**src/rtl/raster_pkg.sv**
```systemverilog
package raster_pkg;
    typedef enum logic [1:0] {ST_IDLE, ST_RUN, ST_DRAIN} scan_state_t;

    // register indices
    localparam int unsigned A_CTRL   = 0;
    localparam int unsigned A_TF0    = 1;
    localparam int unsigned NUM_TF   = 8;
    localparam int unsigned A_BUDGET = 9;
    localparam int unsigned A_BORDER = 10;
    localparam int unsigned A_UNDER  = 11;

    // timing field slots
    localparam int unsigned TF_HACT = 0;
    localparam int unsigned TF_HFP  = 1;
    localparam int unsigned TF_HSW  = 2;
    localparam int unsigned TF_HBP  = 3;
    localparam int unsigned TF_VACT = 4;
    localparam int unsigned TF_VFP  = 5;
    localparam int unsigned TF_VSW  = 6;
    localparam int unsigned TF_VBP  = 7;

    // control bits
    localparam int unsigned C_EN    = 0;
    localparam int unsigned C_HPOL  = 1;
    localparam int unsigned C_VPOL  = 2;
    localparam int unsigned C_FETCH = 3;
    localparam int unsigned C_SPLIT = 4;
    localparam int unsigned NUM_CTRL = 5;
endpackage

```
**src/rtl/raster_regs.sv**
```systemverilog
module raster_regs
    import raster_pkg::*;
#(
    parameter int unsigned DW = 32,
    parameter int unsigned AW = 4,
    parameter int unsigned TW = 12,
    parameter int unsigned CW = 24
) (
    input  logic                     clk,
    input  logic                     rst_n,
    input  logic                     we,
    input  logic [AW-1:0]            addr,
    input  logic [DW-1:0]            wdata,
    input  logic                     load,
    output logic                     stg_en,
    output logic [NUM_CTRL-1:0]      ctrl_s,
    output logic [NUM_TF-1:0][TW-1:0] tf_s,
    output logic [TW-1:0]            budget_s,
    output logic [CW-1:0]            border_s,
    output logic [CW-1:0]            under_s
);
    localparam logic [CW-1:0] UNDER_RST = CW'(8'hFF);

    logic [NUM_CTRL-1:0] ctrl_q;
    logic [TW-1:0]       budget_q;
    logic [CW-1:0]       border_q;
    logic [CW-1:0]       under_q;
    logic                unused_wdata;

    assign unused_wdata = ^wdata;
    assign stg_en       = ctrl_q[C_EN];

    always_ff @(posedge clk or negedge rst_n) begin
        if (!rst_n) begin
            ctrl_q   <= '0;
            budget_q <= '0;
            border_q <= '0;
            under_q  <= UNDER_RST;
        end else if (we) begin
            if (addr == AW'(A_CTRL))   ctrl_q   <= wdata[NUM_CTRL-1:0];
            if (addr == AW'(A_BUDGET)) budget_q <= wdata[TW-1:0];
            if (addr == AW'(A_BORDER)) border_q <= wdata[CW-1:0];
            if (addr == AW'(A_UNDER))  under_q  <= wdata[CW-1:0];
        end
    end

    always_ff @(posedge clk or negedge rst_n) begin
        if (!rst_n) begin
            ctrl_s   <= '0;
            budget_s <= '0;
            border_s <= '0;
            under_s  <= UNDER_RST;
        end else if (load) begin
            ctrl_s   <= ctrl_q;
            budget_s <= budget_q;
            border_s <= border_q;
            under_s  <= under_q;
        end
    end

    for (genvar k = 0; k < NUM_TF; k++) begin : g_tf
        logic [TW-1:0] stg_q;
        logic [TW-1:0] sh_q;
        always_ff @(posedge clk or negedge rst_n) begin
            if (!rst_n) begin
                stg_q <= '0;
                sh_q  <= '0;
            end else begin
                if (we && addr == AW'(A_TF0 + k)) stg_q <= wdata[TW-1:0];
                if (load) sh_q <= stg_q;
            end
        end
        assign tf_s[k] = sh_q;
    end
endmodule

```
**src/rtl/raster_geom.sv**
```systemverilog
module raster_geom
    import raster_pkg::*;
#(
    parameter int unsigned TW  = 12,
    parameter int unsigned HCW = TW + 2,
    parameter int unsigned VCW = TW + 2,
    parameter int unsigned FCW = HCW + VCW
) (
    input  logic [NUM_TF-1:0][TW-1:0] tf,
    input  logic [TW-1:0]             budget,
    input  logic                      split,
    input  logic                      fetch_en,
    output logic [HCW-1:0]            hact_e,
    output logic [HCW-1:0]            hss_e,
    output logic [HCW-1:0]            hse_e,
    output logic [HCW-1:0]            htot_e,
    output logic [VCW-1:0]            vact_e,
    output logic [VCW-1:0]            vss_e,
    output logic [VCW-1:0]            vse_e,
    output logic [VCW-1:0]            vtot_e,
    output logic [FCW-1:0]            fstart,
    output logic                      fetch_on
);
    logic [HCW-1:0] hss_r, hse_r, htot_r;
    logic [VCW-1:0] sof, bud, vfp, need, lines;

    always_comb begin
        hss_r  = HCW'(tf[TF_HACT]) + HCW'(tf[TF_HFP]);
        hse_r  = hss_r + HCW'(tf[TF_HSW]);
        htot_r = hse_r + HCW'(tf[TF_HBP]);
        if (split) begin
            hact_e = HCW'(tf[TF_HACT]) >> 1;
            hss_e  = hss_r >> 1;
            hse_e  = hse_r >> 1;
            htot_e = htot_r >> 1;
        end else begin
            hact_e = HCW'(tf[TF_HACT]);
            hss_e  = hss_r;
            hse_e  = hse_r;
            htot_e = htot_r;
        end
        vact_e = VCW'(tf[TF_VACT]);
        vfp    = VCW'(tf[TF_VFP]);
        vss_e  = vact_e + vfp;
        vse_e  = vss_e + VCW'(tf[TF_VSW]);
        vtot_e = vse_e + VCW'(tf[TF_VBP]);

        // prefetch lines left after back porch and sync absorb their share
        sof  = VCW'(tf[TF_VBP]) + VCW'(tf[TF_VSW]);
        bud  = VCW'(budget);
        need = bud - sof;
        if (sof >= bud)     lines = '0;
        else if (vfp < need) lines = vfp;
        else                 lines = need;

        fstart   = FCW'(vtot_e - lines) * FCW'(htot_e) + FCW'(1);
        fetch_on = fetch_en && (lines != '0);
    end
endmodule

```
**src/rtl/raster_scan.sv**
```systemverilog
module raster_scan #(
    parameter int unsigned HCW = 14,
    parameter int unsigned VCW = 14,
    parameter int unsigned FCW = HCW + VCW
) (
    input  logic           clk,
    input  logic           rst_n,
    input  logic           run,
    input  logic [HCW-1:0] htot,
    input  logic [VCW-1:0] vtot,
    output logic [HCW-1:0] h_q,
    output logic [VCW-1:0] v_q,
    output logic [FCW-1:0] fpix_q,
    output logic           at_end
);
    logic line_end;

    assign line_end = (h_q == htot - HCW'(1));
    assign at_end   = run && line_end && (v_q == vtot - VCW'(1));

    always_ff @(posedge clk or negedge rst_n) begin
        if (!rst_n) begin
            h_q    <= '0;
            v_q    <= '0;
            fpix_q <= FCW'(1);
        end else if (!run || at_end) begin
            h_q    <= '0;
            v_q    <= '0;
            fpix_q <= FCW'(1);
        end else begin
            fpix_q <= fpix_q + FCW'(1);
            if (line_end) begin
                h_q <= '0;
                v_q <= v_q + VCW'(1);
            end else begin
                h_q <= h_q + HCW'(1);
            end
        end
    end
endmodule

```
**src/rtl/raster_timer.sv**
```systemverilog
module raster_timer
    import raster_pkg::*;
#(
    parameter int unsigned DW = 32,
    parameter int unsigned AW = 4,
    parameter int unsigned TW = 12,
    parameter int unsigned CW = 24
) (
    input  logic          clk,
    input  logic          rst_n,
    input  logic          cfg_we,
    input  logic [AW-1:0] cfg_addr,
    input  logic [DW-1:0] cfg_wdata,
    input  logic          link_is_dsi,
    output logic          hsync_o,
    output logic          vsync_o,
    output logic          de_o,
    output logic          frame_irq_o,
    output logic          fetch_go_o,
    output logic [CW-1:0] fill_border_o,
    output logic [CW-1:0] fill_underflow_o
);
    localparam int unsigned HCW = TW + 2;
    localparam int unsigned VCW = TW + 2;
    localparam int unsigned FCW = HCW + VCW;

    scan_state_t state_q, state_d;
    logic                      stg_en, at_end, load, running;
    logic [NUM_CTRL-1:0]       ctrl_s;
    logic [NUM_TF-1:0][TW-1:0] tf_s;
    logic [TW-1:0]             budget_s;
    logic [HCW-1:0]            hact_e, hss_e, hse_e, htot_e, h_q;
    logic [VCW-1:0]            vact_e, vss_e, vse_e, vtot_e, v_q;
    logic [FCW-1:0]            fstart, fpix_q;
    logic                      fetch_on;

    assign running = (state_q != ST_IDLE);
    assign load    = (state_q == ST_IDLE) || at_end;

    raster_regs #(.DW(DW), .AW(AW), .TW(TW), .CW(CW)) u_regs (
        .clk(clk), .rst_n(rst_n), .we(cfg_we), .addr(cfg_addr), .wdata(cfg_wdata),
        .load(load), .stg_en(stg_en), .ctrl_s(ctrl_s), .tf_s(tf_s),
        .budget_s(budget_s), .border_s(fill_border_o), .under_s(fill_underflow_o)
    );

    raster_geom #(.TW(TW), .HCW(HCW), .VCW(VCW), .FCW(FCW)) u_geom (
        .tf(tf_s), .budget(budget_s), .split(ctrl_s[C_SPLIT]), .fetch_en(ctrl_s[C_FETCH]),
        .hact_e(hact_e), .hss_e(hss_e), .hse_e(hse_e), .htot_e(htot_e),
        .vact_e(vact_e), .vss_e(vss_e), .vse_e(vse_e), .vtot_e(vtot_e),
        .fstart(fstart), .fetch_on(fetch_on)
    );

    raster_scan #(.HCW(HCW), .VCW(VCW), .FCW(FCW)) u_scan (
        .clk(clk), .rst_n(rst_n), .run(running), .htot(htot_e), .vtot(vtot_e),
        .h_q(h_q), .v_q(v_q), .fpix_q(fpix_q), .at_end(at_end)
    );

    // next-state logic
    always_comb begin
        state_d = state_q;
        unique case (state_q)
            ST_IDLE:  if (stg_en) state_d = ST_RUN;                 // start
            ST_RUN:   if (!stg_en) state_d = at_end ? ST_IDLE       // stop at boundary
                                                    : ST_DRAIN;     // stop request
            ST_DRAIN: if (stg_en) state_d = ST_RUN;                 // resume
                      else if (at_end) state_d = ST_IDLE;           // drained
            default:  state_d = ST_IDLE;
        endcase
    end

    // state register and frame interrupt
    always_ff @(posedge clk or negedge rst_n) begin
        if (!rst_n) begin
            state_q     <= ST_IDLE;
            frame_irq_o <= 1'b0;
        end else begin
            state_q     <= state_d;
            frame_irq_o <= at_end;
        end
    end

    // raster outputs
    always_comb begin
        logic hs_act, vs_act;
        hs_act     = running && (h_q >= hss_e) && (h_q < hse_e);
        vs_act     = running && (v_q >= vss_e) && (v_q < vse_e);
        de_o       = running && (h_q < hact_e) && (v_q < vact_e);
        hsync_o    = hs_act ^ (ctrl_s[C_HPOL] & ~link_is_dsi);
        vsync_o    = vs_act ^ (ctrl_s[C_VPOL] & ~link_is_dsi);
        fetch_go_o = running && fetch_on && (fpix_q == fstart);
    end
endmodule

```
**config.mk**
```make
export PLATFORM = sky130hd
export DESIGN_NAME = raster_timer
export DESIGN_NICKNAME = d
export VERILOG_FILES = /design/src/rtl/raster_pkg.sv /design/src/rtl/raster_regs.sv /design/src/rtl/raster_geom.sv /design/src/rtl/raster_scan.sv /design/src/rtl/raster_timer.sv
export SDC_FILE = /design/constraint.sdc
export NUM_CORES = 1
export LEC_CHECK = 0
export BUFFER_PORTS_ARGS = -buffer_cell sky130_fd_sc_hd__buf_2
export CAP_MARGIN = 5
export CORE_MARGIN = 2
export CORE_UTILIZATION = 45
export DETAILED_ROUTE_END_ITERATION = 7
export SYNTH_ARGS = -nofsm -noshare
export SYNTH_HDL_FRONTEND = slang
export SYNTH_SLANG_ARGS = --single-unit
```
**constraint.sdc**
```tcl
create_clock -name clk -period 15.3 [get_ports clk]
set_clock_uncertainty 0.05 [all_clocks]
set_input_delay 2.295 -clock clk [delete_from_list [all_inputs] [get_ports clk]]
set_output_delay 2.295 -clock clk [all_outputs]
set_load 0.01 [all_outputs]
```
==> impl_metrics.yaml <==
sta:
  whs_ps: 414
  max_freq_ghz: 0.0620
  slew_headroom: 0.192
  worst_slew_pin_slew_ps: 1200
  period_share: 1.05
  final-setup-viol-count: 1
  hold_violations: 0
  slew_violations: 0
  worst_slack_ps: -817
  fin_crit_ps: 16120
  rsz0062_at_grt: "yes"
hold_path:
  whs_path_depth: 1
  hp-class: "reg2reg"
clock_network:
  clk_path_buf_depth: 3
  root_buffer: "clkbuf_16"
  cts_buffers: 43
  tritoncts: "done"
  worstSkewPairLatency_ps: 590
  cts.clk_slew.worst_paths_ps: 60
  cts.sinks: 380
  htreeDepth: 2
synth:
  synth_edf_count: 0
  async_reset_ff_frac: 1.00
  yosys_warnings: 0
  syn-cell-area_sq_um: 31800
  synth_flop_cell: "dfrtp_1"
  synth_cell_types: 83
  syn-instance-count: 3059
  syn_area_per_cell_sq_um: 10.4
  synth_seq_cells: 380
  synth-seq-area-share: 0.300
global_routing:
  grt_max_degree: 98
  antenna_found_initial: 1
  grt_pass1_vias: 25300
  grt_pass1_wl_um: 138000
  grt_usage: 0.237
  overflow: 0
critical_path:
  endpoint_kind: "output port"
  critical_path_required_ps: 12960
  path_max_fanout: 9
  critical_path.max_stage_delay_ps: 550
  r2r_cells: 29
  start_kind: "flip-flop"
  arrival_ps: 13770
  crit_top_cell: "a21o_1"
  critPathKind: "reg2out"
  crit_slowest_cell: "fa_1"
final_layout:
  instances_no_fill: 4290
  finalNetCount: 3823
  fin_util: 0.524
  n_fill_cell: 6287
  drive_above_1_share: 0.250
  multi_input_area_sq_um: 21200
  regArea_sq_um: 9530
  final_common_cell: "dfrtp_1"
  area_delta_synth_final_pct: 15.4
  mostFrequentLayoutCells: "dfrtp_1 (362), inv_1 (255), mux2_2 (247)"
outcome:
  status: "finished with violations"
  violations: "setup timing"
placement:
  hpwl_um: 65000
  io_buffers: 84
  placed_cells: 4183
  globalplace.congestion: 0.910
die:
  initial_core_util: 0.454
  fp.dieW_um: 270
  core_sq_um: 70000
  rows: 97
  die_area_sq_um: 72700
  pin_count: 93
  dieHeight_um: 270
drt:
  wirelength_um: 85300
  wl_per_cell_um: 19.9
  num_vias: 23800
  drtPass1Iterations: 5
  drc: 0
  drtAntennaViolNets: 0
  drt_iter0_markers: 1298
  viasPerCell: 5.55
flow_run:
  cap_violations: 0
stage by stage:
stage	cell area [sq um]	setup slack, ps	setup TNS, ps
2_1_floorplan	31900	22.7	0
3_3_place_gp	34600	-724	-724
3_5_place_dp	34600	-831	-831
4_1_cts	36600	-753	-753
5_1_grt	36700	-1530	-1530
6_report	36700	-817	-817
final cells by class:
| class | instances | share of cell area |
|---|---|---|
| well taps | 940 | 0.0321 |
| multi-input cells | 2312 | 0.579 |
| clock inverters | 15 | 0.00689 |
| inverters | 258 | 0.0265 |
| diodes | 1 | 0.0000682 |
| clock buffers | 62 | 0.0337 |
| flip-flops and latches | 380 | 0.260 |
| repair buffers | 322 | 0.0621 |
kinds of logic (layout without fill, tap and decap cells):
group / count (synthesis) / count (layout) / share of synthesized area
AOI/OAI and AO/OA: 471 / 471 / 0.0990
xor gates and xnor gates: 240 / 240 / 0.0666
adders and majority gates: 466 / 466 / 0.233
buffers and inverters: 368 / 657 / 0.0478
DFF: 380 / 380 / 0.300
muxes: 361 / 361 / 0.136
other: 1 / 3 / 0.000118
and+or+nand+nor: 772 / 772 / 0.118
state kept, by name (all words and copies together) (netlist names), 4 cells and up:
register           flops
u_regs.under_q        24
u_scan.fpix_q         28
u_regs.ctrl_s          4
u_scan.v_q            14
u_regs.border_q       24
u_scan.h_q            14
u_regs.g_tf.sh_q      96
u_regs.budget_s       12
u_regs.border_s       24
u_regs.budget_q       12
u_regs.under_s        24
u_regs.ctrl_q          5
u_regs.g_tf.stg_q     96
final timing paths:
kind	from	to	slack, ps
worst min register to register	u_regs.ctrl_q[0]	state_q[1]	410
worst max-delay path	u_regs.g_tf[7].sh_q[0]	fetch_go_o	-820
worst max register to register	u_regs.g_tf[0].sh_q[1]	u_regs.border_s[21]	6370
min in group asynchronous	rst_n	u_regs.g_tf[1].stg_q[1]	1710
max in group asynchronous	rst_n	u_scan.v_q[11]	11120
worst min-delay path	u_regs.ctrl_q[0]	state_q[1]	410
worst max-delay path, delay by kind of cell, from the launching register on:
kind / cells / cell delay (ps)
AO/OA/AOI/OAI: 29 / 5040
XOR/XNOR: 4 / 690
adder cells (fa/ha/maj): 11 / 4370
buffers and inverters: 10 / 1320
flip-flops: 1 / 380
AND/OR/NAND/NOR: 9 / 1390
cell usage after synthesis, types with 13 or more instances:
cell type | instances | area (sq um)
and2_1 | 33 | 206
inv_1 | 258 | 968
xor2_1 | 103 | 902
mux2i_1 | 36 | 360
o21bai_1 | 23 | 173
dfrtp_1 | 363 | 9080
nand3_1 | 50 | 250
or2_2 | 17 | 106
mux2_4 | 78 | 1170
nand2b_1 | 33 | 206
nor2_1 | 177 | 664
ha_1 | 256 | 3200
nor4_1 | 26 | 163
xnor2_1 | 136 | 1190
o21a_1 | 42 | 315
fa_1 | 210 | 4200
a21o_1 | 64 | 480
a211oi_1 | 15 | 113
a31oi_1 | 13 | 81.3
buf_2 | 16 | 80.1
nand2_1 | 226 | 848
mux2_2 | 247 | 2780
a21oi_1 | 128 | 641
a2111oi_0 | 15 | 131
and3_1 | 27 | 169
nor2b_1 | 32 | 200
clkbuf_1 | 77 | 289
nand4_1 | 28 | 175
dfstp_2 | 17 | 447
nor3_1 | 78 | 390
o21ai_0 | 76 | 380
what timing repair did:
item                                   in CTS  in global routing
setup endpoints to repair                   1                  1
pin swaps                                  69                 17
gates resized for setup                    66                  6
setup buffers                              28                  2
endpoints found under the hold margin       0                  0
hold buffers                                0                  0
per-layer routing:
layer  share of wire  up-vias  global-route usage
met2            0.49      568               0.409
li1                -    11100                   -
met5         0.00015        -                   0
met4           0.031        2              0.0768
met3           0.048      159              0.0349
met1            0.43    12000               0.305
Power is not shown: default switching activity piles up to over one toggle a cycle in this logic, so the estimate is an artifact.
